File: config.mk
export PLATFORM = sky130hd
export DESIGN_NAME = nbpack_bridge
export DESIGN_NICKNAME = d
export VERILOG_FILES = /design/src/rtl/nbpack_pkg.sv /design/src/rtl/nbpack_ctrl.sv /design/src/rtl/nbpack_lane_merge.sv /design/src/rtl/nbpack_out_reg.sv /design/src/rtl/nbpack_status.sv /design/src/rtl/nbpack_bridge.sv
export SDC_FILE = /design/constraint.sdc
export NUM_CORES = 1
export LEC_CHECK = 0
export BUFFER_PORTS_ARGS = -buffer_cell sky130_fd_sc_hd__buf_4
export CORE_AREA = 4 4 103 178
export CTS_CLUSTER_DIAMETER = 200
export DETAILED_ROUTE_END_ITERATION = 6
export DIE_AREA = 0 0 107 182
export HOLD_SLACK_MARGIN = 0.15
export PLACE_DENSITY_LB_ADDON = 0.25
export SKIP_CTS_REPAIR_TIMING = 1
export SYNTH_ARGS = -nofsm -noshare
export SYNTH_HDL_FRONTEND = slang
export SYNTH_SLANG_ARGS = --single-unit
File: constraint.sdc
create_clock -name clk -period 5.3 [get_ports clk]
set_clock_uncertainty 0.05 [all_clocks]
set_input_delay 0.265 -clock clk [delete_from_list [all_inputs] [get_ports clk]]
set_output_delay 0.265 -clock clk [all_outputs]
set_load 0.05 [all_outputs]
File: src/rtl/nbpack_pkg.sv
package nbpack_pkg;

  typedef enum logic [1:0] {
    SZ_BYTE = 2'd0,
    SZ_HALF = 2'd1,
    SZ_WORD = 2'd2
  } beat_size_e;

  // Code 3 is folded onto word beats.
  function automatic beat_size_e norm_size(input logic [1:0] raw);
    case (raw)
      2'd0:    return SZ_BYTE;
      2'd1:    return SZ_HALF;
      default: return SZ_WORD;
    endcase
  endfunction

endpackage

File: src/rtl/nbpack_ctrl.sv
module nbpack_ctrl
  import nbpack_pkg::*;
#(
  parameter int ADDR_W      = 32,
  parameter int WORD_BYTES  = 4,
  parameter int SHORT_BEATS = 4,
  parameter int LONG_BEATS  = 8,
  localparam int CNT_W      = $clog2(LONG_BEATS + 1),
  localparam int IDX_W      = $clog2(WORD_BYTES)
) (
  input  logic              clk,
  input  logic              rst,
  input  logic              req_valid,
  output logic              req_ready,
  input  logic [ADDR_W-1:0] req_addr,
  input  logic [1:0]        req_size,
  input  logic              req_long,
  input  logic              req_wrap,
  input  logic              beat_valid,
  output logic              beat_ready,
  output logic              beat_err,
  input  logic              out_full,
  output logic              start,
  output logic              beat_fire,
  output beat_size_e        size,
  output logic [IDX_W-1:0]  lane_idx,
  output logic              word_done,
  output logic [ADDR_W-1:0] word_addr,
  output logic [CNT_W-1:0]  word_count,
  output logic              word_last,
  output logic              wrap_seen
);

  localparam int SH = $clog2(WORD_BYTES);
  localparam int BYTES_W = CNT_W + SH + 1;
  localparam logic [ADDR_W-1:0] ALIGN_MASK = ~ADDR_W'(WORD_BYTES - 1);
  localparam logic [ADDR_W-1:0] ADDR_STEP = ADDR_W'(WORD_BYTES);

  logic              busy_q;
  logic              wrap_q;
  beat_size_e        size_q;
  logic [CNT_W-1:0]  left_q;
  logic [CNT_W-1:0]  count_q;
  logic [CNT_W-1:0]  wsent_q;
  logic [IDX_W-1:0]  idx_q;
  logic [ADDR_W-1:0] addr_q;

  beat_size_e        req_sz;
  logic [CNT_W-1:0]  req_beats;
  logic [BYTES_W-1:0] req_bytes;
  logic [CNT_W-1:0]  req_words;
  logic [IDX_W-1:0]  idx_last;

  always_comb begin
    req_sz    = norm_size(req_size);
    req_beats = req_long ? CNT_W'(LONG_BEATS) : CNT_W'(SHORT_BEATS);
    req_bytes = BYTES_W'(req_beats) << req_sz;
    req_words = CNT_W'(req_bytes >> SH);
    idx_last  = IDX_W'((WORD_BYTES >> size_q) - 1);
  end

  assign req_ready  = ~busy_q;
  assign start      = req_valid & req_ready;
  assign beat_ready = busy_q & ~out_full;
  assign beat_fire  = beat_valid & beat_ready;
  assign word_done  = beat_fire & (idx_q == idx_last);
  assign word_last  = (left_q == CNT_W'(1));
  assign beat_err   = busy_q & wrap_q & word_last;
  assign size       = size_q;
  assign lane_idx   = idx_q;
  assign word_addr  = addr_q;
  assign word_count = count_q;
  assign wrap_seen  = start & req_wrap;

  always_ff @(posedge clk) begin
    if (rst) begin
      busy_q  <= 1'b0;
      wrap_q  <= 1'b0;
      size_q  <= SZ_WORD;
      left_q  <= '0;
      count_q <= '0;
      wsent_q <= '0;
      idx_q   <= '0;
      addr_q  <= '0;
    end else if (start) begin
      busy_q  <= 1'b1;
      wrap_q  <= req_wrap;
      size_q  <= req_sz;
      left_q  <= req_beats;
      count_q <= req_words;
      wsent_q <= '0;
      idx_q   <= '0;
      addr_q  <= req_addr & ALIGN_MASK;
    end else if (beat_fire) begin
      left_q <= left_q - CNT_W'(1);
      if (word_last) busy_q <= 1'b0;
      if (word_done) begin
        idx_q   <= '0;
        addr_q  <= addr_q + ADDR_STEP;
        wsent_q <= wsent_q + CNT_W'(1);
      end else begin
        idx_q <= idx_q + IDX_W'(1);
      end
    end
  end


  words_within_count_chk: assert property (@(posedge clk) disable iff (rst)
    word_done |-> (wsent_q < count_q));


  last_word_index_chk: assert property (@(posedge clk) disable iff (rst)
    (word_done && word_last) |-> (wsent_q == count_q - CNT_W'(1)));

endmodule

File: src/rtl/nbpack_lane_merge.sv
module nbpack_lane_merge
  import nbpack_pkg::*;
#(
  parameter int WORD_BYTES = 4,
  localparam int IDX_W     = $clog2(WORD_BYTES),
  localparam int DATA_W    = 8 * WORD_BYTES
) (
  input  logic              clk,
  input  logic              rst,
  input  logic              start,
  input  logic              beat_fire,
  input  beat_size_e        size,
  input  logic [IDX_W-1:0]  lane_idx,
  input  logic [DATA_W-1:0] beat_data,
  output logic [DATA_W-1:0] merged
);

  logic [DATA_W-1:0] acc_q;

  for (genvar b = 0; b < WORD_BYTES; b++) begin : g_lane
    logic       hit;
    logic [7:0] src;
    always_comb begin
      case (size)
        SZ_BYTE: begin
          hit = (lane_idx == IDX_W'(b));
          src = beat_data[7:0];
        end
        SZ_HALF: begin
          hit = (lane_idx == IDX_W'(b / 2));
          src = beat_data[8*(b%2) +: 8];
        end
        default: begin
          hit = 1'b1;
          src = beat_data[8*b +: 8];
        end
      endcase
    end
    assign merged[8*b +: 8] = hit ? src : acc_q[8*b +: 8];
  end

  always_ff @(posedge clk) begin
    if (rst || start) acc_q <= '0;
    else if (beat_fire) acc_q <= merged;
  end

endmodule

File: src/rtl/nbpack_out_reg.sv
module nbpack_out_reg #(
  parameter int ADDR_W = 32,
  parameter int DATA_W = 32,
  parameter int CNT_W  = 4
) (
  input  logic              clk,
  input  logic              rst,
  input  logic              load,
  input  logic [DATA_W-1:0] in_data,
  input  logic [ADDR_W-1:0] in_addr,
  input  logic [CNT_W-1:0]  in_count,
  input  logic              in_last,
  input  logic              dn_ready,
  output logic              dn_valid,
  output logic [DATA_W-1:0] dn_data,
  output logic [ADDR_W-1:0] dn_addr,
  output logic [CNT_W-1:0]  dn_count,
  output logic              dn_last
);

  always_ff @(posedge clk) begin
    if (rst) begin
      dn_valid <= 1'b0;
      dn_data  <= '0;
      dn_addr  <= '0;
      dn_count <= '0;
      dn_last  <= 1'b0;
    end else if (load) begin
      dn_valid <= 1'b1;
      dn_data  <= in_data;
      dn_addr  <= in_addr;
      dn_count <= in_count;
      dn_last  <= in_last;
    end else if (dn_ready) begin
      dn_valid <= 1'b0;
    end
  end


  held_word_chk: assert property (@(posedge clk) disable iff (rst)
    (dn_valid && !dn_ready) |=> (dn_valid && $stable(dn_data) && $stable(dn_addr)));


  no_overwrite_chk: assert property (@(posedge clk) disable iff (rst)
    load |-> !dn_valid);

endmodule

File: src/rtl/nbpack_status.sv
module nbpack_status (
  input  logic clk,
  input  logic rst,
  input  logic set,
  input  logic clr_wr,
  input  logic clr_data,
  output logic sticky
);

  always_ff @(posedge clk) begin
    if (rst) sticky <= 1'b0;
    else if (set) sticky <= 1'b1;
    else if (clr_wr && clr_data) sticky <= 1'b0;
  end


  set_wins_chk: assert property (@(posedge clk) disable iff (rst)
    set |=> sticky);


  sticky_hold_chk: assert property (@(posedge clk) disable iff (rst)
    (sticky && !(clr_wr && clr_data)) |=> sticky);

endmodule

File: src/rtl/nbpack_bridge.sv
module nbpack_bridge
  import nbpack_pkg::*;
#(
  parameter int ADDR_W      = 32,
  parameter int WORD_BYTES  = 4,
  parameter int SHORT_BEATS = 4,
  parameter int LONG_BEATS  = 8,
  localparam int DATA_W     = 8 * WORD_BYTES,
  localparam int CNT_W      = $clog2(LONG_BEATS + 1),
  localparam int IDX_W      = $clog2(WORD_BYTES)
) (
  input  logic              clk,
  input  logic              rst,
  input  logic              req_valid,
  output logic              req_ready,
  input  logic [ADDR_W-1:0] req_addr,
  input  logic [1:0]        req_size,
  input  logic              req_long,
  input  logic              req_wrap,
  input  logic              beat_valid,
  output logic              beat_ready,
  input  logic [DATA_W-1:0] beat_data,
  output logic              beat_err,
  output logic              dn_valid,
  input  logic              dn_ready,
  output logic [ADDR_W-1:0] dn_addr,
  output logic [DATA_W-1:0] dn_data,
  output logic [CNT_W-1:0]  dn_count,
  output logic              dn_last,
  input  logic              stat_wr,
  input  logic              stat_wdata,
  output logic              stat_unsup
);

  logic              start;
  logic              beat_fire;
  beat_size_e        size;
  logic [IDX_W-1:0]  lane_idx;
  logic              word_done;
  logic [ADDR_W-1:0] word_addr;
  logic [CNT_W-1:0]  word_count;
  logic              word_last;
  logic              wrap_seen;
  logic [DATA_W-1:0] merged;

  nbpack_ctrl #(
    .ADDR_W(ADDR_W), .WORD_BYTES(WORD_BYTES),
    .SHORT_BEATS(SHORT_BEATS), .LONG_BEATS(LONG_BEATS)
  ) u_ctrl (
    .clk(clk), .rst(rst),
    .req_valid(req_valid), .req_ready(req_ready), .req_addr(req_addr),
    .req_size(req_size), .req_long(req_long), .req_wrap(req_wrap),
    .beat_valid(beat_valid), .beat_ready(beat_ready), .beat_err(beat_err),
    .out_full(dn_valid),
    .start(start), .beat_fire(beat_fire), .size(size), .lane_idx(lane_idx),
    .word_done(word_done), .word_addr(word_addr), .word_count(word_count),
    .word_last(word_last), .wrap_seen(wrap_seen)
  );

  nbpack_lane_merge #(.WORD_BYTES(WORD_BYTES)) u_merge (
    .clk(clk), .rst(rst), .start(start), .beat_fire(beat_fire),
    .size(size), .lane_idx(lane_idx), .beat_data(beat_data), .merged(merged)
  );

  nbpack_out_reg #(.ADDR_W(ADDR_W), .DATA_W(DATA_W), .CNT_W(CNT_W)) u_out (
    .clk(clk), .rst(rst), .load(word_done),
    .in_data(merged), .in_addr(word_addr), .in_count(word_count), .in_last(word_last),
    .dn_ready(dn_ready), .dn_valid(dn_valid), .dn_data(dn_data),
    .dn_addr(dn_addr), .dn_count(dn_count), .dn_last(dn_last)
  );

  nbpack_status u_status (
    .clk(clk), .rst(rst), .set(wrap_seen),
    .clr_wr(stat_wr), .clr_data(stat_wdata), .sticky(stat_unsup)
  );

endmodule

==> results of run 1 <==
==> critical path, delay by kind of cell, from the launching register on <==
family | cells | cell delay [ns]
simple gates | 3 | 2.32
compound gates | 1 | 0.29
flops | 1 | 0.35
==> power groups by stage <==
stage	logic (W)	registers (W)	clock network [W]
after CTS	0.000394	0.00118	0.00127
after global routing	0.000453	0.00118	0.00132
final	0.000415	0.00118	0.00125
after detailed placement	0.000393	0.00120	0
after floorplan	0.000209	0.00125	0
after global placement	0.000390	0.00120	0
==> layout make-up <==
type                       count  area, µm²  share of cell area, %
tap                          227        284                   3.21
inverter                      20       75.1                  0.847
sequential                   145       2900                   32.8
timing repair buffer         192       1550                   17.5
multi-input combinational    596       3450                   38.9
clock buffer                  20        447                   5.04
clock inverter                12        158                   1.78
==> how the worst max path moves through the flow <==
stage | start | end | slack, ns
final | u_out.dn_valid | u_ctrl.word_addr[7] | 2.11
after floorplan | u_ctrl.size[0] | u_merge.acc_q[21] | 3.09
after detailed placement | u_out.dn_valid | u_ctrl.word_addr[7] | 2.11
after global placement | u_out.dn_valid | u_ctrl.word_addr[20] | 2.15
after global routing | u_out.dn_valid | u_ctrl.word_addr[20] | 1.92
after CTS | u_out.dn_valid | u_ctrl.word_addr[7] | 2.09
==> metrics by stage <==
stage	setup WS (ns)	area [µm²]	utilization [%]	hold WS, ns	total power [W]
2_1_floorplan	3.09	6660	-	0.324	0.00146
5_1_grt	1.92	8860	52.5	0.152	0.00295
4_1_cts	2.09	8440	50.0	-0.0196	0.00284
3_5_place_dp	2.11	7840	46.4	0.396	0.00160
6_report	2.11	8860	52.5	0.119	0.00284
3_3_place_gp	2.15	7840	46.4	0.389	0.00159
==> layer usage <==
metal  track usage (%)  vias to the layer above  wire, µm
met5                 0                        -         0
met4              7.99                        0       460
met3              4.41                       27       721
met2              36.5                      135     10400
met1              20.6                     2881      7580
li1                  -                     3111         -
==> sequential cells by signal, summed over array words and instances, names as in the netlist, 2 cells and up <==
signal and flops:
u_out.dn_data 32, u_ctrl.lane_idx 2, u_ctrl.left_q 4, u_merge.acc_q 32, u_out.dn_count 4, u_ctrl.size 2, u_ctrl.word_addr 30, u_ctrl.word_count 4
u_out.dn_addr 30
==> cells by family (layout without fill, tap and decap cells) <==
group | Yosys count | in the layout | share of synthesized area, %
buffers and inverters | 78 | 244 | 4.76
adder cells (fa/ha/maj) | 12 | 12 | 2.26
AO/OA/AOI/OAI | 172 | 172 | 15.1
XOR/XNOR | 28 | 28 | 3.69
AND/OR/NAND/NOR | 331 | 331 | 22.2
flip-flops | 145 | 145 | 43.6
other | 1 | 2 | 0.0564
multiplexers | 51 | 51 | 8.31
==> cell usage in the layout (no fill, tap or decap), types with 3 or more instances in the layout <==
cell type / synthesis / final
sky130_fd_sc_hd__nand2_1: 203 / 202
sky130_fd_sc_hd__buf_4: 2 / 150
sky130_fd_sc_hd__dfxtp_1: 145 / 145
sky130_fd_sc_hd__a21oi_1: 114 / 114
sky130_fd_sc_hd__nor2_1: 45 / 45
sky130_fd_sc_hd__dlygate4sd3_1: 0 / 42
sky130_fd_sc_hd__mux2_2: 34 / 34
sky130_fd_sc_hd__a211oi_1: 31 / 31
sky130_fd_sc_hd__nand3_1: 22 / 22
sky130_fd_sc_hd__inv_1: 20 / 20
sky130_fd_sc_hd__xnor2_1: 17 / 17
sky130_fd_sc_hd__mux2i_1: 17 / 17
sky130_fd_sc_hd__clkbuf_16: 0 / 17
sky130_fd_sc_hd__ha_1: 12 / 12
sky130_fd_sc_hd__xor2_1: 11 / 11
sky130_fd_sc_hd__and3_1: 10 / 10
sky130_fd_sc_hd__nand4_1: 10 / 10
sky130_fd_sc_hd__and4_1: 9 / 9
sky130_fd_sc_hd__a22o_1: 8 / 8
sky130_fd_sc_hd__nor4_1: 7 / 7
sky130_fd_sc_hd__nand3b_1: 5 / 5
sky130_fd_sc_hd__a31oi_1: 5 / 5
sky130_fd_sc_hd__nand2b_1: 4 / 4
sky130_fd_sc_hd__nor3_1: 4 / 4
sky130_fd_sc_hd__o22ai_1: 3 / 3
sky130_fd_sc_hd__clkinvlp_4: 0 / 3
sky130_fd_sc_hd__bufinv_16: 0 / 3
==> run summary, run 1 <==
The flow ran to the end, and the final reports show no timing, DRC or antenna violations. The clock network is responsible for 43.9% of the overall power. The cell area after synthesis came out at 6650 µm². Averaged over all synthesized cells, the footprint is 8.13 µm². The ratio of routed vias to standard cells came out at 5.08.

Setup repair after global routing left no endpoint under its margin. The relative contribution of combinational cells to total power came out at 14.6%. The starting utilization of the core area came out at 39.4%.

The post-placement cell count is 1138. The synthesized design contains 0 enable-type register cells. Global routing finished with a remaining overflow of 0. Cells with a size suffix above 1 make up 22.5% of the layout. The total of buffers placed on input and output ports is 144. In this run the critical register-to-register path is launched from u_out.dn_valid.

Among all flip-flop cells after synthesis, the most frequent one is sky130_fd_sc_hd__dfxtp_1. The worst-case register-to-register setup slack is 2.11 ns. The detailed router finished its first iteration with 182 violations. Counting along the longest clock path gives a buffer depth of 2. The actual slew at the worst max-slew pin came out at 1.05 ns. For this design the static power due to leakage is 3.45 nW. Data on the critical path arrives at its endpoint at 3.46 ns. For this run, the slowest stage of the critical path takes 0.97 ns. The sequential element share of the synthesized area came out at 43.6%. The via count of the first global-routing pass is 5891. In this run the critical register-to-register path is captured at u_ctrl.word_addr[7].

The die area is 19500 µm². The number of antenna violations at the first check in global routing was 0. The number of antenna-violating nets in the routed design is 0. The horizontal die dimension is 107 µm. The floorplan core area is 16900 µm². The DRC violation count after routing is 0. The worst setup path is launched from a register.

The maximum number of pins on one net before global-route repair came out at 84. The antenna diode instance count came out at 0. In this run the most critical hold path is launched from req_wrap. The clock tree from TritonCTS is built. The max-capacitance violation count came out at 0.

By instance count, the leading cell after synthesis is sky130_fd_sc_hd__nand2_1. In the final routed layout, each cell accounts on average for 15.8 µm. The post-detailed-placement half-perimeter wirelength came out at 12600 µm. The worst hold path stage count came out at 3. The number of endpoints failing setup at the final stage is 0. The cell taking the most area after synthesis is sky130_fd_sc_hd__dfxtp_1. The internal power consumption came out at 0.00206 W. Yosys attributes the largest share of cell area to sky130_fd_sc_hd__dfxtp_1, sky130_fd_sc_hd__nand2_1, sky130_fd_sc_hd__a21oi_1. The max-slew violation count came out at 0. The Yosys step of the flow raised 0 warnings. Walking the worst path, the cells encountered are nand3b_2, or3_4, or4_1, a311oi_1. The required time at the endpoint of the critical path is 5.57 ns. Measured in cells, the most critical reg-to-reg path has a length of 4.

The floorplan has 63 rows. The count of mapped cells out of synthesis came out at 818. The headroom to the max-slew limit is 29.9%. The clock transition time at the flip-flop clock pins of the worst setup and hold paths is 0.06 ns. The final critical path time including I/O delays and setup is 3.19 ns.

STA classifies the critical path endpoint as a register. Derived from the worst setup path, the maximum achievable clock frequency is 0.313 GHz. The H-tree was split into 4 levels. The reported net switching power is 0.000777 W. The number of vias after detailed routing is 6154. The latest clock arrival within the worst-skew pair is 0.42 ns.

The clock drives 145 sinks. The part of the power in registers is 41.5%. The peak supply drop is 185 µV. The global-route wire length before repair came out at 30000 µm.

Relative to the synthesized area, the layout overhead comes to 33.2%. Synthesis inferred 145 register bits. The routed wire length is 19200 µm. The commonest cells after synthesis are sky130_fd_sc_hd__nand2_1, sky130_fd_sc_hd__dfxtp_1, sky130_fd_sc_hd__a21oi_1. The post-layout instance count excluding filler cells came out at 1212. The number of iterations in the first detailed-routing pass came out at 4.

The routability congestion estimate came out at 0.778. The library cell contributing the largest single delay on the critical path is sky130_fd_sc_hd__or3_4. The post-layout net count is 1059. Of all nets on the critical path, the largest fanout is 83.

Of the post-synthesis cell area, the dominant cell type holds 43.6%. The worst setup path is of the reg2reg kind. The number of failing hold endpoints at the final stage came out at 0.

The count of distinct cell types in the synthesized netlist is 47. From bottom edge to top edge, the die measures 182 µm. The worst hold path endpoint is u_ctrl.wrap_q.

For this run, the total global-route usage over all layers was measured as 19.5%. The I/O pin count came out at 149. Summed over all failing endpoints, the final setup total negative slack is 0 ns. Dividing the final minimum period by the clock period gives 60.2%. The async set or reset register ratio after synthesis is 0%.

Clock tree synthesis selected as its root buffer the cell sky130_fd_sc_hd__clkbuf_16. The power per cell area came out at 320 nW/µm². The number of clock buffers inserted by TritonCTS came out at 17. The switching fraction of total power is 27.4%.

After filler insertion, the fill cell instance count of the layout stands at 1670. The worst hold path belongs to the class in2reg.
Note: power is estimated with default switching activity, not from simulation.
==> run 2, diff against run 1 <==
==> constraint.sdc (replaced) <==
create_clock -name clk -period 3 [get_ports clk]
set_clock_uncertainty 0.05 [all_clocks]
set_input_delay 0.15 -clock clk [delete_from_list [all_inputs] [get_ports clk]]
set_output_delay 0.15 -clock clk [all_outputs]
set_load 0.05 [all_outputs]
==> run summary, run 2 (synthesized netlist as in run 1, its figures left out) <==
The flow ran to the end, and the final reports show no timing, DRC or antenna violations. The maximum net fanout on the critical path is 33. The actual slew at the worst max-slew pin came out at 0.839 ns. In this run, the combinational gates consume 14.5% of the power. The overall global routing resource usage is 19.4%.

In the global route stage, met3 resource usage came out at 4.45%. The antenna diode instance count came out at 0. The floorplan step defined a die boundary enclosing 19500 µm².

At the end of routability-driven placement, the weighted congestion stood at 0.792. The count of nets left with antenna violations once routing finished came out at 0. The largest registers in the layout are u_merge.acc_q: 32 flops, u_out.dn_data: 32 flops. The number of clock buffers inserted by TritonCTS came out at 17. The number of buffer and inverter stages on the critical path came out at 2.

The ratio of routed vias to standard cells is 5.09. The H-tree was split into 4 levels. The number of iterations in the first detailed-routing pass is 4. The slowest stage of the critical path is the sky130_fd_sc_hd__or3_4 cell. The routed wire length is 19200 µm. The standard-cell row count is 63. The internal power consumption came out at 0.00385 W. The first-iteration detailed-routing DRC count came out at 159.

The total clock sinks came out at 145. The DRC violation count after routing came out at 0. Compared with the post-synthesis result, the final layout area differs by 36.8%.

The part of the power in registers came out at 39.8%. Setup repair after global routing left no endpoint under its margin. The post-route netlist has 23.6% of its cells at a drive strength greater than 1. The worst hold path belongs to the class in2reg.

The horizontal die dimension came out at 107 µm. The analysis attributes to cell leakage a power of 3.58 nW. Summed over all nets, the switching power comes to 0.00138 W. The critical path goes through inv_1, ha_1, xnor2_1, or3_4, buf_4, nor2_1, xnor2_1, a211oi_1. The via count of the first global-routing pass was 5826. In the final layout, the multi-input gates occupy 3450 µm². The worst setup path is captured at a register. In this run the worst setup path begins at u_ctrl.size[0]. After clock tree synthesis, the clock-pin slew on the worst setup and hold paths is 0.07 ns. The number of vias after detailed routing is 6270. The critical path startpoint category is a register.

The tree is rooted in a sky130_fd_sc_hd__clkbuf_16. The worst stage delay on the critical path came out at 0.50 ns. Leaving out fill and tap cells, the most frequent cells in the layout are sky130_fd_sc_hd__nand2_1, sky130_fd_sc_hd__buf_4, sky130_fd_sc_hd__dfxtp_1. For this run, the top clock speed supported by timing is 0.398 GHz. The post-detailed-placement half-perimeter wirelength is 13400 µm. At the placement stage, the worst setup path has a slack of 0.503 ns. Entering global routing, the biggest net connects 61 pins. In the final layout, flip-flops and latches occupy 2900 µm². The final layout contains 1078 nets.

Pin placement for this block handled 149 I/O pins. The final sum of negative setup slack is 0 ns. For flop-to-flop paths, the worst setup slack is 0.49 ns. From bottom edge to top edge, the die measures 182 µm. Port buffering added 144 buffers. After global routing, the most crowded layer is met2.

The global routing met1 resource utilization came out at 21.8%. Among cell families on the critical path, the largest total delay comes from simple AND/OR/NAND/NOR gates. The number of fillers in the final layout is 1687. The peak supply drop came out at 391 µV. In this run switching power makes up 26.5% of total power.

Once placement finished, the instance area stood at 7970 µm². The starting utilization of the core area is 39.4%. The core region is 16900 µm². In this run the critical register-to-register path is launched from u_ctrl.size[0]. The max-slew violation count is 0. The finished cells cover 9100 µm². The most common cell after layout, fill and taps aside is sky130_fd_sc_hd__nand2_1. The max-capacitance violation count came out at 0. The maximum clock path buffer count is 2. The number of antenna violations at the first check in global routing is 0. The final critical path time including I/O delays and setup came out at 2.51 ns. TritonCTS built the clock tree. The power per cell area is 575 nW/µm². The post-route clock period utilization is 83.8%.

In this run, the clock network consumes 45.7% of the power. The final routed wire length divided by cell count came out at 15.6 µm. The endpoint arrival time on the critical path is 2.80 ns. The kind of critical path is reg2reg. The met2 track demand over resource in global routing came out at 34.6%.

The number of endpoints failing setup at the final stage came out at 0. Among the stages of the critical path, the cell type that occurs most often is sky130_fd_sc_hd__xnor2_1. STA puts the critical path data required time at 3.29 ns.

The headroom to the max-slew limit came out at 44.0%. The final critical-path setup slack came out at 0.486 ns. The global-route wire length before repair is 29900 µm. The latest clock arrival within the worst-skew pair came out at 0.42 ns. The total overflow reported by the global router came out at 0. The startpoint identified for the worst hold timing path is beat_data[30]. The number of failing hold endpoints at the final stage came out at 0.
## run 2: cell types whose count changed in the layout (fill, tap and decap cells not counted), sizes merged
cell and change:
buf +14, bufinv +2, clkbuf -1, clkinv -1
clkinvlp -2, dlygate4sd3 +5, inv +2
## run 2: final timing paths
kind / cells past startpoint / end
max: 8 / u_ctrl.word_addr[17]
min: 5 / u_merge.acc_q[30]
max reg2reg: 8 / u_ctrl.word_addr[17]
min reg2reg: 2 / u_out.dn_addr[12]
## run 2: worst min-delay path, delay by kind of cell
family                 cells  cell delay [ns]
AO/OA/AOI/OAI              2             0.16
buffers and inverters      1             0.11
multiplexers               1             0.09
AND/OR/NAND/NOR            1             0.07
## run 2: power by group through the flow
| stage | combinational, W | sequential [W] | clock, W |
|---|---|---|---|
| 2_1_floorplan | 0.000369 | 0.00221 | 0 |
| 3_3_place_gp | 0.000710 | 0.00212 | 0 |
| 3_5_place_dp | 0.000715 | 0.00212 | 0 |
| 4_1_cts | 0.000717 | 0.00208 | 0.00244 |
| 5_1_grt | 0.000828 | 0.00209 | 0.00252 |
| 6_report | 0.000759 | 0.00208 | 0.00239 |
## run 2: layout make-up
type / instances / area share (%)
Multi-Input combinational cell: 596 / 37.9
Timing Repair Buffer: 211 / 19.0
Tap cell: 227 / 3.12
Clock buffer: 19 / 4.87
Clock inverter: 13 / 2.46
Inverter: 20 / 0.825
Sequential cell: 145 / 31.9
## run 2: per-layer routing
metal	up-vias	wire length, µm
met5	-	0
met4	0	548
met3	29	782
met2	151	10200
met1	2939	7660
li1	3151	-
## run 2: stage by stage
| stage | hold WS, ns | power [W] | instances | util [%] |
|---|---|---|---|---|
| floorplan | 0.209 | 0.00258 | 819 | - |
| detailed placement | 0.318 | 0.00284 | 1152 | 47.2 |
| global placement | 0.314 | 0.00283 | 1152 | 47.2 |
| global route | 0.187 | 0.00544 | 1231 | 54.0 |
| finish | 0.154 | 0.00523 | 1231 | 54.0 |
| CTS | -0.124 | 0.00524 | 1184 | 51.2 |
==> run 3, diff against run 2 <==
==> constraint.sdc (replaced) <==
create_clock -name clk -period 2.2 [get_ports clk]
set_clock_uncertainty 0.05 [all_clocks]
set_input_delay 0.11 -clock clk [delete_from_list [all_inputs] [get_ports clk]]
set_output_delay 0.11 -clock clk [all_outputs]
set_load 0.05 [all_outputs]
==> run summary, run 3 (synthesized netlist as in run 1, its figures left out) <==
The layout overhead on the synthesized area came out at 41.1%. The critical path startpoint category is a register. The max-slew violation count was 0. After detailed placement, the total cell area comes to 8090 µm². The routed design could run at a clock period as short as 2.17 ns. The power per cell area came out at 762 nW/µm².

The internal power consumption is 0.00527 W. The number of failing hold endpoints at the final stage came to 0. The horizontal die dimension came out at 107 µm. The worst hold path passes through 5 cells.

The tree is rooted in a sky130_fd_sc_hd__clkbuf_16. The I/O pin count is 149. The number of iterations in the first detailed-routing pass came out at 4. The clock transition time at the flip-flop clock pins of the worst setup and hold paths is 0.06 ns. The number of endpoints failing setup at the final stage came out at 0.

TritonCTS built the clock tree. Summed over all cells, the static leakage comes to 3.74 nW. For the worst setup path, the data required time is 2.48 ns.

The final sum of negative setup slack is 0 ns. The largest registers in the layout are u_merge.acc_q: 32 flops, u_out.dn_data: 32 flops. The headroom to the max-slew limit is 64.4%.

The number of clock buffers inserted by TritonCTS is 17. The tree built by TritonCTS fans out to 145 sinks. The antenna diode instance count came out at 0. The startpoint identified for the worst hold timing path is beat_data[21].

The switching fraction of total power came out at 26.3%. The actual slew at the worst max-slew pin came out at 0.533 ns. The min-delay analysis places its worst path in the category in2reg. Derived from the worst setup path, the maximum achievable clock frequency is 0.461 GHz.

The post-detailed-placement half-perimeter wirelength is 13400 µm. The total overflow reported by the global router came out at 0. The H-tree level count is 4. The via count of the first global-routing pass came out at 6044. The endpoint arrival time on the critical path is 2.44 ns. The worst slack on hold paths is 0.169 ns. Dividing the final minimum period by the clock period gives 98.6%. After floorplanning, the core was divided into 63 placement rows. The reported net switching power came out at 0.00188 W. The floorplan core area is 16900 µm². The global-route wire length before repair came out at 29900 µm. The endpoint identified for the worst register-to-register timing path is u_ctrl.word_addr[8]. The overall global routing resource usage is 19.3%. The floorplan step defined a die boundary enclosing 19500 µm². In the final design database the tool counted 1094 nets. The final routed wire length divided by cell count came out at 16.0 µm. The latest clock arrival within the worst-skew pair is 0.41 ns. The starting utilization of the core area came out at 39.4%. The flow ran to the end, and the final reports show no timing, DRC or antenna violations. The path with the worst hold slack has its endpoint at u_merge.acc_q[21].

Prior to clock tree synthesis, the placed netlist has a worst setup slack of -0.0391 ns. The worst-case IR drop observed on VDD is 634 µV. The total of buffers placed on input and output ports is 144. The number of cell instances on the worst register-to-register path came out at 7. After routing the design area is 9390 µm². The maximum clock path buffer count came out at 2. Of the total power, combinational logic draws 15.5%. The part of the power in registers came out at 39.7%.

Using the TritonRoute via totals, the vias-per-cell ratio works out to 5.17. The worst setup path is of the reg2reg kind. The maximum net fanout on the critical path is 10. The routability congestion estimate is 0.781. The number of vias after detailed routing came out at 6447.

The first-iteration detailed-routing DRC count came out at 224. The final critical-path setup slack is 0.0316 ns. The layout cell share with drive strength beyond 1 came out at 26.6%.

The number of antenna violations at the first check in global routing is 0. In this run, the clock network consumes 44.8% of the power. The maximum number of pins on one net before global-route repair came out at 111. Setup repair after global routing could not meet its margin everywhere. For this run, design rule violations remaining after detail routing come to 0. The routed wire length is 20000 µm. STA classifies the critical path endpoint as a register. The worst-case register-to-register setup slack came out at 0.03 ns. Leaving out fill and tap cells, the most frequent cell in the layout is sky130_fd_sc_hd__nand2_1. The worst register-to-register path begins at u_ctrl.size[0].

The top cell types in the final layout, fill and taps aside, are sky130_fd_sc_hd__nand2_1, sky130_fd_sc_hd__buf_4, sky130_fd_sc_hd__dfxtp_1. The tool flagged a number of max-cap violations equal to 0. The number of antenna-violating nets in the routed design is 0. In this run the vertical extent of the chip is 182 µm.
run 3: how the worst max path moves through the flow:
stage / slack [ns] / startpoint / cells after the start / end
2_1_floorplan: 0.003 / u_ctrl.size[0] / 8 / u_ctrl.word_addr[20]
3_3_place_gp: -0.02 / u_ctrl.size[0] / 7 / u_ctrl.word_addr[20]
3_5_place_dp: -0.04 / u_ctrl.size[0] / 7 / u_ctrl.word_addr[20]
4_1_cts: -0.07 / u_ctrl.size[0] / 7 / u_ctrl.word_addr[20]
5_1_grt: -0.07 / u_ctrl.size[0] / 8 / u_ctrl.word_addr[13]
6_report: 0.03 / u_ctrl.size[0] / 7 / u_ctrl.word_addr[8]
run 3: routing by layer:
layer	vias to the layer above	track usage [%]	wire length, µm
met2	178	36.8	11000
met4	0	8.50	580
met5	-	0	0
met1	3059	20.0	7480
met3	32	3.84	880
li1	3178	-	-
run 3: worst max-delay path, cell delays in order, from the launching register on:
cell and delay, ns:
sky130_fd_sc_hd__dfxtp_2 0.33, sky130_fd_sc_hd__inv_2 0.05, sky130_fd_sc_hd__ha_4 0.24, sky130_fd_sc_hd__xnor2_2 0.15
sky130_fd_sc_hd__or3_2 0.64, sky130_fd_sc_hd__nor3_1 0.31, sky130_fd_sc_hd__xnor2_1 0.10, sky130_fd_sc_hd__a211oi_1 0.22
run 3: power groups by stage:
stage	Combinational (W)	Clock [W]	Sequential, W
after global placement	0.00100	0	0.00289
after detailed placement	0.00101	0	0.00289
final	0.00111	0.00320	0.00284
after global routing	0.00120	0.00338	0.00285
after CTS	0.00101	0.00325	0.00284
after floorplan	0.000504	0	0.00301
run 3: per-stage QoR:
step,cells,power [W],util [%]
floorplan,819,0.00351,-
global placement,1163,0.00389,48.0
detailed placement,1163,0.00390,48.0
CTS,1194,0.00710,51.8
global route,1246,0.00743,55.6
finish,1246,0.00715,55.6
run 3: area by class of cell:
cell class,instances,area (µm²)
tap,227,284
sequential,145,2910
timing repair buffer,226,1910
clock inverter,12,204
multi-input combinational,597,3570
fill,1576,7480
inverter,20,75.1
clock buffer,19,443
